## src/rtl/thresh_flag_pkg.sv

```systemverilog
package thresh_flag_pkg;

    typedef enum logic {
        ST_LOW  = 1'b0,
        ST_HIGH = 1'b1
    } flag_state_e;

    // A programmed run length of zero is treated as one.
    function automatic logic [7:0] floor_one8(input logic [7:0] raw);
        return (raw == 8'd0) ? 8'd1 : raw;
    endfunction

endpackage

```

## src/rtl/tf_qualify.sv

```systemverilog
module tf_qualify #(
    parameter int SAMPLE_W = 12
) (
    input  logic                cmp_below,
    input  logic [SAMPLE_W-1:0] cmp_level,
    input  logic [SAMPLE_W-1:0] cmp_data,
    output logic                cmp_hit
);

    logic at_or_over;

    always_comb begin
        at_or_over = (cmp_data >= cmp_level);
        cmp_hit    = cmp_below ? !at_or_over : at_or_over;
    end

endmodule

```

## src/rtl/tf_run_counter.sv

```systemverilog
module tf_run_counter #(
    parameter int CNT_W = 8
) (
    input  logic             clk,
    input  logic             rst_n,
    input  logic [CNT_W-1:0] run_limit,
    input  logic             run_clear,
    input  logic             run_bump,
    output logic             run_last
);

    localparam int EXT_W = CNT_W + 1;
    localparam logic [CNT_W-1:0] CNT_MAX = {CNT_W{1'b1}};

    logic [CNT_W-1:0] count_q;
    logic [CNT_W-1:0] eff_limit;
    logic [EXT_W-1:0] next_len;

    always_comb begin
        eff_limit = (run_limit == '0) ? CNT_W'(1) : run_limit;
        next_len  = {1'b0, count_q} + EXT_W'(1);
        // True when one more accepted sample would complete the run.
        run_last  = (next_len >= {1'b0, eff_limit});
    end

    always_ff @(posedge clk or negedge rst_n) begin
        if (!rst_n) begin
            count_q <= '0;
        end else if (run_clear) begin
            count_q <= '0;
        end else if (run_bump && count_q != CNT_MAX) begin
            count_q <= count_q + CNT_W'(1);
        end
    end

endmodule

```

## src/rtl/tf_flag_fsm.sv

```systemverilog
module tf_flag_fsm
    import thresh_flag_pkg::*;
(
    input  logic clk,
    input  logic rst_n,
    input  logic smp_take,
    input  logic smp_qual,
    input  logic set_last,
    input  logic clr_last,
    output logic set_bump,
    output logic set_clear,
    output logic clr_bump,
    output logic clr_clear,
    output logic flag
);

    flag_state_e state_q;
    flag_state_e state_d;

    // State register
    always_ff @(posedge clk or negedge rst_n) begin
        if (!rst_n) begin
            state_q <= ST_LOW;
        end else begin
            state_q <= state_d;
        end
    end

    // Transitions and counter control
    always_comb begin
        state_d   = state_q;
        set_bump  = 1'b0;
        set_clear = 1'b0;
        clr_bump  = 1'b0;
        clr_clear = 1'b0;
        unique case (state_q)
            ST_LOW: begin
                clr_clear = 1'b1;
                if (smp_take) begin
                    if (smp_qual) begin
                        set_bump = 1'b1;
                        if (set_last) begin
                            state_d   = ST_HIGH;   // arm complete
                            set_clear = 1'b1;
                        end
                    end else begin
                        set_clear = 1'b1;          // run broken
                    end
                end
            end
            ST_HIGH: begin
                set_clear = 1'b1;
                if (smp_take) begin
                    if (!smp_qual) begin
                        clr_bump = 1'b1;
                        if (clr_last) begin
                            state_d   = ST_LOW;    // release complete
                            clr_clear = 1'b1;
                        end
                    end else begin
                        clr_clear = 1'b1;          // run broken
                    end
                end
            end
        endcase
    end

    // Outputs
    always_comb begin
        flag = (state_q == ST_HIGH);
    end

endmodule

```

## src/rtl/thresh_flag.sv

```systemverilog
module thresh_flag #(
    parameter int SAMPLE_W = 12,
    parameter int CNT_W    = 8
) (
    input  logic                clk,
    input  logic                rst_n,
    input  logic                cfg_below,
    input  logic [SAMPLE_W-1:0] cfg_level,
    input  logic [CNT_W-1:0]    cfg_set_runs,
    input  logic [CNT_W-1:0]    cfg_clr_runs,
    input  logic                smp_valid,
    input  logic [SAMPLE_W-1:0] smp_data,
    output logic                flag_o
);

    logic qual;
    logic set_last, clr_last;
    logic set_bump, set_clear, clr_bump, clr_clear;

    tf_qualify #(.SAMPLE_W(SAMPLE_W)) u_qualify (
        .cmp_below (cfg_below),
        .cmp_level (cfg_level),
        .cmp_data  (smp_data),
        .cmp_hit   (qual)
    );

    tf_run_counter #(.CNT_W(CNT_W)) u_set_run (
        .clk       (clk),
        .rst_n     (rst_n),
        .run_limit (cfg_set_runs),
        .run_clear (set_clear),
        .run_bump  (set_bump),
        .run_last  (set_last)
    );

    tf_run_counter #(.CNT_W(CNT_W)) u_clr_run (
        .clk       (clk),
        .rst_n     (rst_n),
        .run_limit (cfg_clr_runs),
        .run_clear (clr_clear),
        .run_bump  (clr_bump),
        .run_last  (clr_last)
    );

    tf_flag_fsm u_fsm (
        .clk       (clk),
        .rst_n     (rst_n),
        .smp_take  (smp_valid),
        .smp_qual  (qual),
        .set_last  (set_last),
        .clr_last  (clr_last),
        .set_bump  (set_bump),
        .set_clear (set_clear),
        .clr_bump  (clr_bump),
        .clr_clear (clr_clear),
        .flag      (flag_o)
    );

endmodule

```

## config.mk

```make
export PLATFORM = sky130hd
export DESIGN_NAME = thresh_flag
export DESIGN_NICKNAME = d
export VERILOG_FILES = /design/src/rtl/thresh_flag_pkg.sv /design/src/rtl/tf_qualify.sv /design/src/rtl/tf_run_counter.sv /design/src/rtl/tf_flag_fsm.sv /design/src/rtl/thresh_flag.sv
export SDC_FILE = /design/constraint.sdc
export NUM_CORES = 1
export LEC_CHECK = 0
export BUFFER_PORTS_ARGS = -buffer_cell sky130_fd_sc_hd__buf_2
export CAP_MARGIN = 20
export CORE_ASPECT_RATIO = 0.5
export CORE_MARGIN = 2
export CORE_UTILIZATION = 40
export DETAILED_ROUTE_END_ITERATION = 12
export PLACE_DENSITY = 0.7
export SLEW_MARGIN = 20
export SYNTH_ARGS = -nofsm -noshare
export SYNTH_HDL_FRONTEND = slang
export SYNTH_SLANG_ARGS = --single-unit
export TNS_END_PERCENT = 20
```

## constraint.sdc

```tcl
create_clock -name clk -period 5.73 [get_ports clk]
set_input_delay 0.573 -clock clk [delete_from_list [all_inputs] [get_ports clk]]
set_output_delay 0.573 -clock clk [all_outputs]
set_load 0.05 [all_outputs]
```

# Yosys cells after proc, flatten, opt, wreduce, memory -nomap -nowiden

Cells that the tools add are included.
Widths: inputs -> output; s select.

Input port bits: 44
Output and inout port bits: 1
Register bits: 17

Muxes and demuxes: 27
$lt $le $gt $ge: 3
Eq/ne operators: 2
$add $sub $neg: 4
Bitwise logic cells: 1
Reductions and logical operators: 7

Operator list:

| operator            | count |
|---|---|
| $mux 8              | 6 |
| $add 8x1->9 const B | 2 |
| $ge 9x8->1          | 2 |
| $mux 1              | 18 |
| $add 8x1->8 const B | 2 |
| $logic_not 8->1     | 2 |
| $ne 8x8->1 const B  | 2 |
| $ge 12x12->1        | 1 |
| $pmux 1 s2          | 3 |
| $reduce_bool 2->1   | 2 |
| $logic_and 1x1->1   | 2 |
| $logic_not 1->1     | 1 |
| $not 1->1           | 1 |

# Logic depth before layout (Yosys ltp)

Depth after elaboration: 9
Depth in mapped cells: 12

# Hierarchy

A second synthesis with hierarchy kept.

Cells, all modules: 209
Area total of the unflattened synthesis: 1825.5 um^2

Modules (own cells, without submodules):

| module                      | cells each | instances | area each (um^2) |
|---|---|---|---|
| tf_run_counter at u_set_run | 81         | 1         | 740.7 |
| tf_run_counter at u_clr_run | 74         | 1         | 701.9 |
| tf_qualify                  | 42         | 1         | 294.0 |
| tf_flag_fsm                 | 12         | 1         | 88.8 |

# Worst setup path after synthesis

No wires, ideal clock.

Kind: reg2reg
Start point: register u_clr_run.count_q[2]
End point: register u_clr_run.count_q[6]
Setup time: 0.088 ns
Path buffers: 0
Arrival: 2.415 ns
Setup slack: 3.227 ns
Period minus slack after synthesis: 2.503 ns
Stages on the path, launching flop included: 13
Cell sequence: dfrtp_1 -> nand3_1 -> nor2_1 -> and3_1 -> xor2_1 -> ha_1 -> nand4_1 -> nor2_1 -> a211o_1 -> a31oi_1 -> nand2_1 -> a2bb2oi_2 -> nor3b_1

Word-level cells in the longest chain between the ends: 7

RTL lines:

| element                                     | line                 | RTL |
|---|---|---|
| start, declared                             | tf_run_counter.sv:15 | `logic [CNT_W-1:0] count_q;` |
| start signal, assigned                      | tf_run_counter.sv:32 | `count_q <= count_q + CNT_W'(1);` |
| $add 8x1->9                                 | tf_run_counter.sv:21 | `next_len = {1'b0, count_q} + EXT_W'(1);` |
| $ge 9x8->1                                  | tf_run_counter.sv:23 | `run_last = (next_len >= {1'b0, eff_limit});` |
| $mux 1                                      | tf_flag_fsm.sv:56    | `if (clr_last) begin` |
| $mux 1                                      | tf_flag_fsm.sv:54    | `if (!smp_qual) begin` |
| $mux 1                                      | tf_flag_fsm.sv:53    | `if (smp_take) begin` |
| $pmux 1 s2                                  | tf_flag_fsm.sv:36    | `unique case (state_q)` |
| $mux 8 or $reduce_bool 2->1 (tied branches) | -                    |  |

Parallel ways exist; a longest one is shown, timed or not. The select of a mux whose other input is x is not followed.
A chain may end at the register's enable or synchronous reset.

# Worst setup path in the final report

Ends and elaborated chain as after synthesis.

==> Flow_metrics.wiki <==
{| class="wikitable"
! Metric !! Value
|-
| Outcome || complete, no violations
|-
| Worst clock skew || between 2 and 2.5 ps
|-
| Ys async rst share || between 90% and 100%
|-
| Number of I/O port buffers || 44
|-
| Worst min path class || in2async
|-
| Seq/Total Area, Yosys || 22.5%
|-
| Insertion delay of the later-clocked pin in the worst-skew pair || approximately 250 ps
|-
| Pins Over Slew Limit || 0
|-
| Root buffer selected by CTS || sky130_fd_sc_hd__clkbuf_8
|-
| Core region area || 0.00447 mm2
|-
| Setup tns final || 0 ps
|-
| Reported max-cap violation count || 0
|-
| Worst slew margin relative to its limit || ~54%
|-
| Ratio of total power to cell area || ~150 mW/mm2
|-
| Crit path required time || 5890 ps
|-
| Routability congestion estimate from global placement || 0.865
|-
| Setup-failing EPs final || 0
|-
| Yosys top cell area share || between 20% and 30%
|-
| Data arrival at the endpoint of the critical path || 3060 ps
|-
| Detailed placement HPWL || ~3300 um
|-
| Vertical die dimension || about 53 um
|-
| Die Width || just over 100 um
|-
| Top cell type by total area after synthesis || sky130_fd_sc_hd__dfrtp_1
|-
| Post-route minimum period || about 2900 ps
|-
| CTS Buf Count || 3
|-
| Setup slack after layout || about 2800 ps
|-
| Layout-stage area growth over the synthesis result || 17.1%
|-
| CP Launch Type || register
|-
| Final global-route overflow total || 0
|-
| Mean cell area of the mapped netlist || approximately 8.4 um2
|-
| Most repeated cell in the gate-level netlist after synthesis || sky130_fd_sc_hd__inv_1
|-
| Number of enable-type register cells in the synthesized netlist || 0
|-
| Flop2flop setup slack || ~2800 ps
|-
| CTS clk-pin slew, worst paths || about 70 ps
|-
| Final period utilization || between 50% and 60%
|-
| Clock tree from TritonCTS || built
|-
| Via count || ~1.7k
|-
| First-pass detailed-route iteration total || 4
|-
| Die outline area || roughly 0.0053 mm2
|-
| Synthesized cell area || 0.00189 mm2
|-
| Pin count of the biggest net entering global routing || 18
|-
| H-Tree Depth || 1
|-
| Top cells by count, synth || sky130_fd_sc_hd__inv_1 (31), sky130_fd_sc_hd__ha_1 (30), sky130_fd_sc_hd__a21oi_1 (19), sky130_fd_sc_hd__dfrtp_1 (17), sky130_fd_sc_hd__nor2_1 (13)
|-
| Count of routing violations after the opening detailed-route iteration || 57
|-
| Worst-case clock buffer depth || 2
|-
| Number of clock sinks || 17
|-
| Transition time at the pin with the least slew margin || 695 ps
|-
| Final Hold Vio Count || 0
|-
| Total of flip-flops plus latches after synthesis || 17
|-
| Post-cts repair resize count || 0
|-
| Post-route DRC violation count || 0
|-
| Worst Setup End Kind || register
|-
| Syn_nets || approximately 300
|-
| Layout Nets || 344
|-
| Core Rows || 17
|-
| Number of unique standard cell types used by synthesis || 51
|-
| Number of fill cells in the layout || 440
|-
| Setup repair bufs after CTS || 0
|-
| Setup repair after global routing missed its margin || no
|-
| Type of the setup path with the least slack || reg2reg
|-
| Vias in the first global route || ~1.6k
|-
| Wire length of the first global-routing pass || roughly 6900 um
|-
| Worst slack, placed || between 2000 and 3000 ps
|-
| Static Leakage || ~1.1 nW
|-
| Maximum clock frequency || approximately 0.35 GHz
|-
| Drt via density || 5.30
|-
| Starting density of the core || 42.3%
|-
| Count of nets left with antenna violations after detail routing || 0
|-
| Mean routed wirelength per cell || 12.2 um
|-
| Number of warnings printed during yosys synthesis || 0
|-
| Quantity of hold-fixing buffers added after cts || 0
|-
| Proportion of layout cells with a drive suffix above 1 || 23.8%
|-
| Maximum net fanout on the critical path || 5
|-
| Most common flop cell mapped by yosys || sky130_fd_sc_hd__dfrtp_1
|-
| Top post-synthesis cells by area || sky130_fd_sc_hd__dfrtp_1 (23%), sky130_fd_sc_hd__ha_1 (20%), sky130_fd_sc_hd__inv_1 (6.2%)
|-
| Antenna Cells || 0
|-
| Gr usage total || ~16%
|-
| Number of instances in the synthesized netlist || 225
|-
| Number of top-level design ports || 45
|-
| Antenna violations before repair || 0
|-
| Peak VDD IR || roughly 0.083 mV
|-
| Wire length reported by the detailed router || between 3000 and 4000 um
|}
[flip-flops by register name (all words and copies together) (netlist names)]
signal	count
u_set_run.count_q	8
u_fsm.flag	1
u_clr_run.count_q	8
[layout by cell type, fill, tap and decap left out, drive strengths merged, types with 10 or more instances in the layout]
master	count
inv	31
xnor2	10
buf	44
nand2	13
o21ai	13
ha	30
a21oi	21
nor2	14
dfrtp	17
[final timing paths]
kind	startpoint	end	cells past startpoint
min in group clk	u_set_run.count_q[7]$_DFFE_PN0P_	u_set_run.count_q[7]$_DFFE_PN0P_	2
worst max register to register	u_clr_run.count_q[2]$_DFFE_PN0P_	u_clr_run.count_q[6]$_DFFE_PN0P_	12
max in group asynchronous	rst_n	u_set_run.count_q[4]$_DFFE_PN0P_	1
worst min-delay path	rst_n	u_set_run.count_q[3]$_DFFE_PN0P_	1
worst min register to register	u_set_run.count_q[7]$_DFFE_PN0P_	u_set_run.count_q[7]$_DFFE_PN0P_	2
worst max-delay path	u_clr_run.count_q[2]$_DFFE_PN0P_	u_clr_run.count_q[6]$_DFFE_PN0P_	12
[where the power goes]
part	leakage [nW]	switching (W)	internal [W]
Combinational	0.885	0.0000622	0.0000482
Clock	0.0228	0.0000398	0.0000493
Sequential	0.236	0.00000697	0.000126
Total	1.14	0.000109	0.000223
[critical path, cell delays in order (launching register included)]
cell                        delay, ps
sky130_fd_sc_hd__dfrtp_1          430
sky130_fd_sc_hd__nand3_1          200
sky130_fd_sc_hd__nor2_1           200
sky130_fd_sc_hd__and3_1           190
sky130_fd_sc_hd__xor2_1           230
sky130_fd_sc_hd__ha_1             280
sky130_fd_sc_hd__nand4_1           90
sky130_fd_sc_hd__nor2_1            50
sky130_fd_sc_hd__a211o_1          280
sky130_fd_sc_hd__a31oi_1          360
sky130_fd_sc_hd__nand2_1          120
sky130_fd_sc_hd__a2bb2oi_2        170
sky130_fd_sc_hd__nor3b_1          210
[stage by stage]
stage | instance area, um2 | power [W] | utilization, % | instances | hold slack (ps)
floorplan | 1890 | 0.000207 | - | 225 | 277
global placement | 2160 | 0.000238 | 48.3 | 322 | 513
detailed placement | 2160 | 0.000244 | 48.3 | 322 | 523
CTS | 2200 | 0.000332 | 49.3 | 326 | 253
global route | 2210 | 0.000356 | 49.5 | 326 | 262
finish | 2210 | 0.000332 | 49.5 | 326 | 239
[kinds of logic after synthesis]
| group | share of synthesized area (%) |
|---|---|
| AND/OR/NAND/NOR | 19.2 |
| adder cells (fa/ha/maj) | 19.9 |
| XOR/XNOR | 7.89 |
| multiplexers | 1.13 |
| AO/OA/AOI/OAI | 22.1 |
| buffers and inverters | 7.29 |
| flip-flops | 22.5 |
[metal layers]
layer  global-route usage, %  part of all wire (%)  up-vias
li1                        -                     -      895
met1                    20.8                    51      791
met2                    28.5                    44       39
met3                    1.20                   3.9        4
met4                    6.08                  0.96        0
met5                       0                     0        -
[area by class of cell]
type                            count  area (um2)  share of cell area (%)
Multi-Input combinational cell    173        1330                    60.3
Tap cell                           57        71.3                    3.23
Sequential cell                    17         425                    19.2
Timing Repair Buffer               44         220                    9.96
Inverter                           31         116                    5.26
Clock buffer                        4        45.0                    2.04
Power figures use the tool's default switching activity.
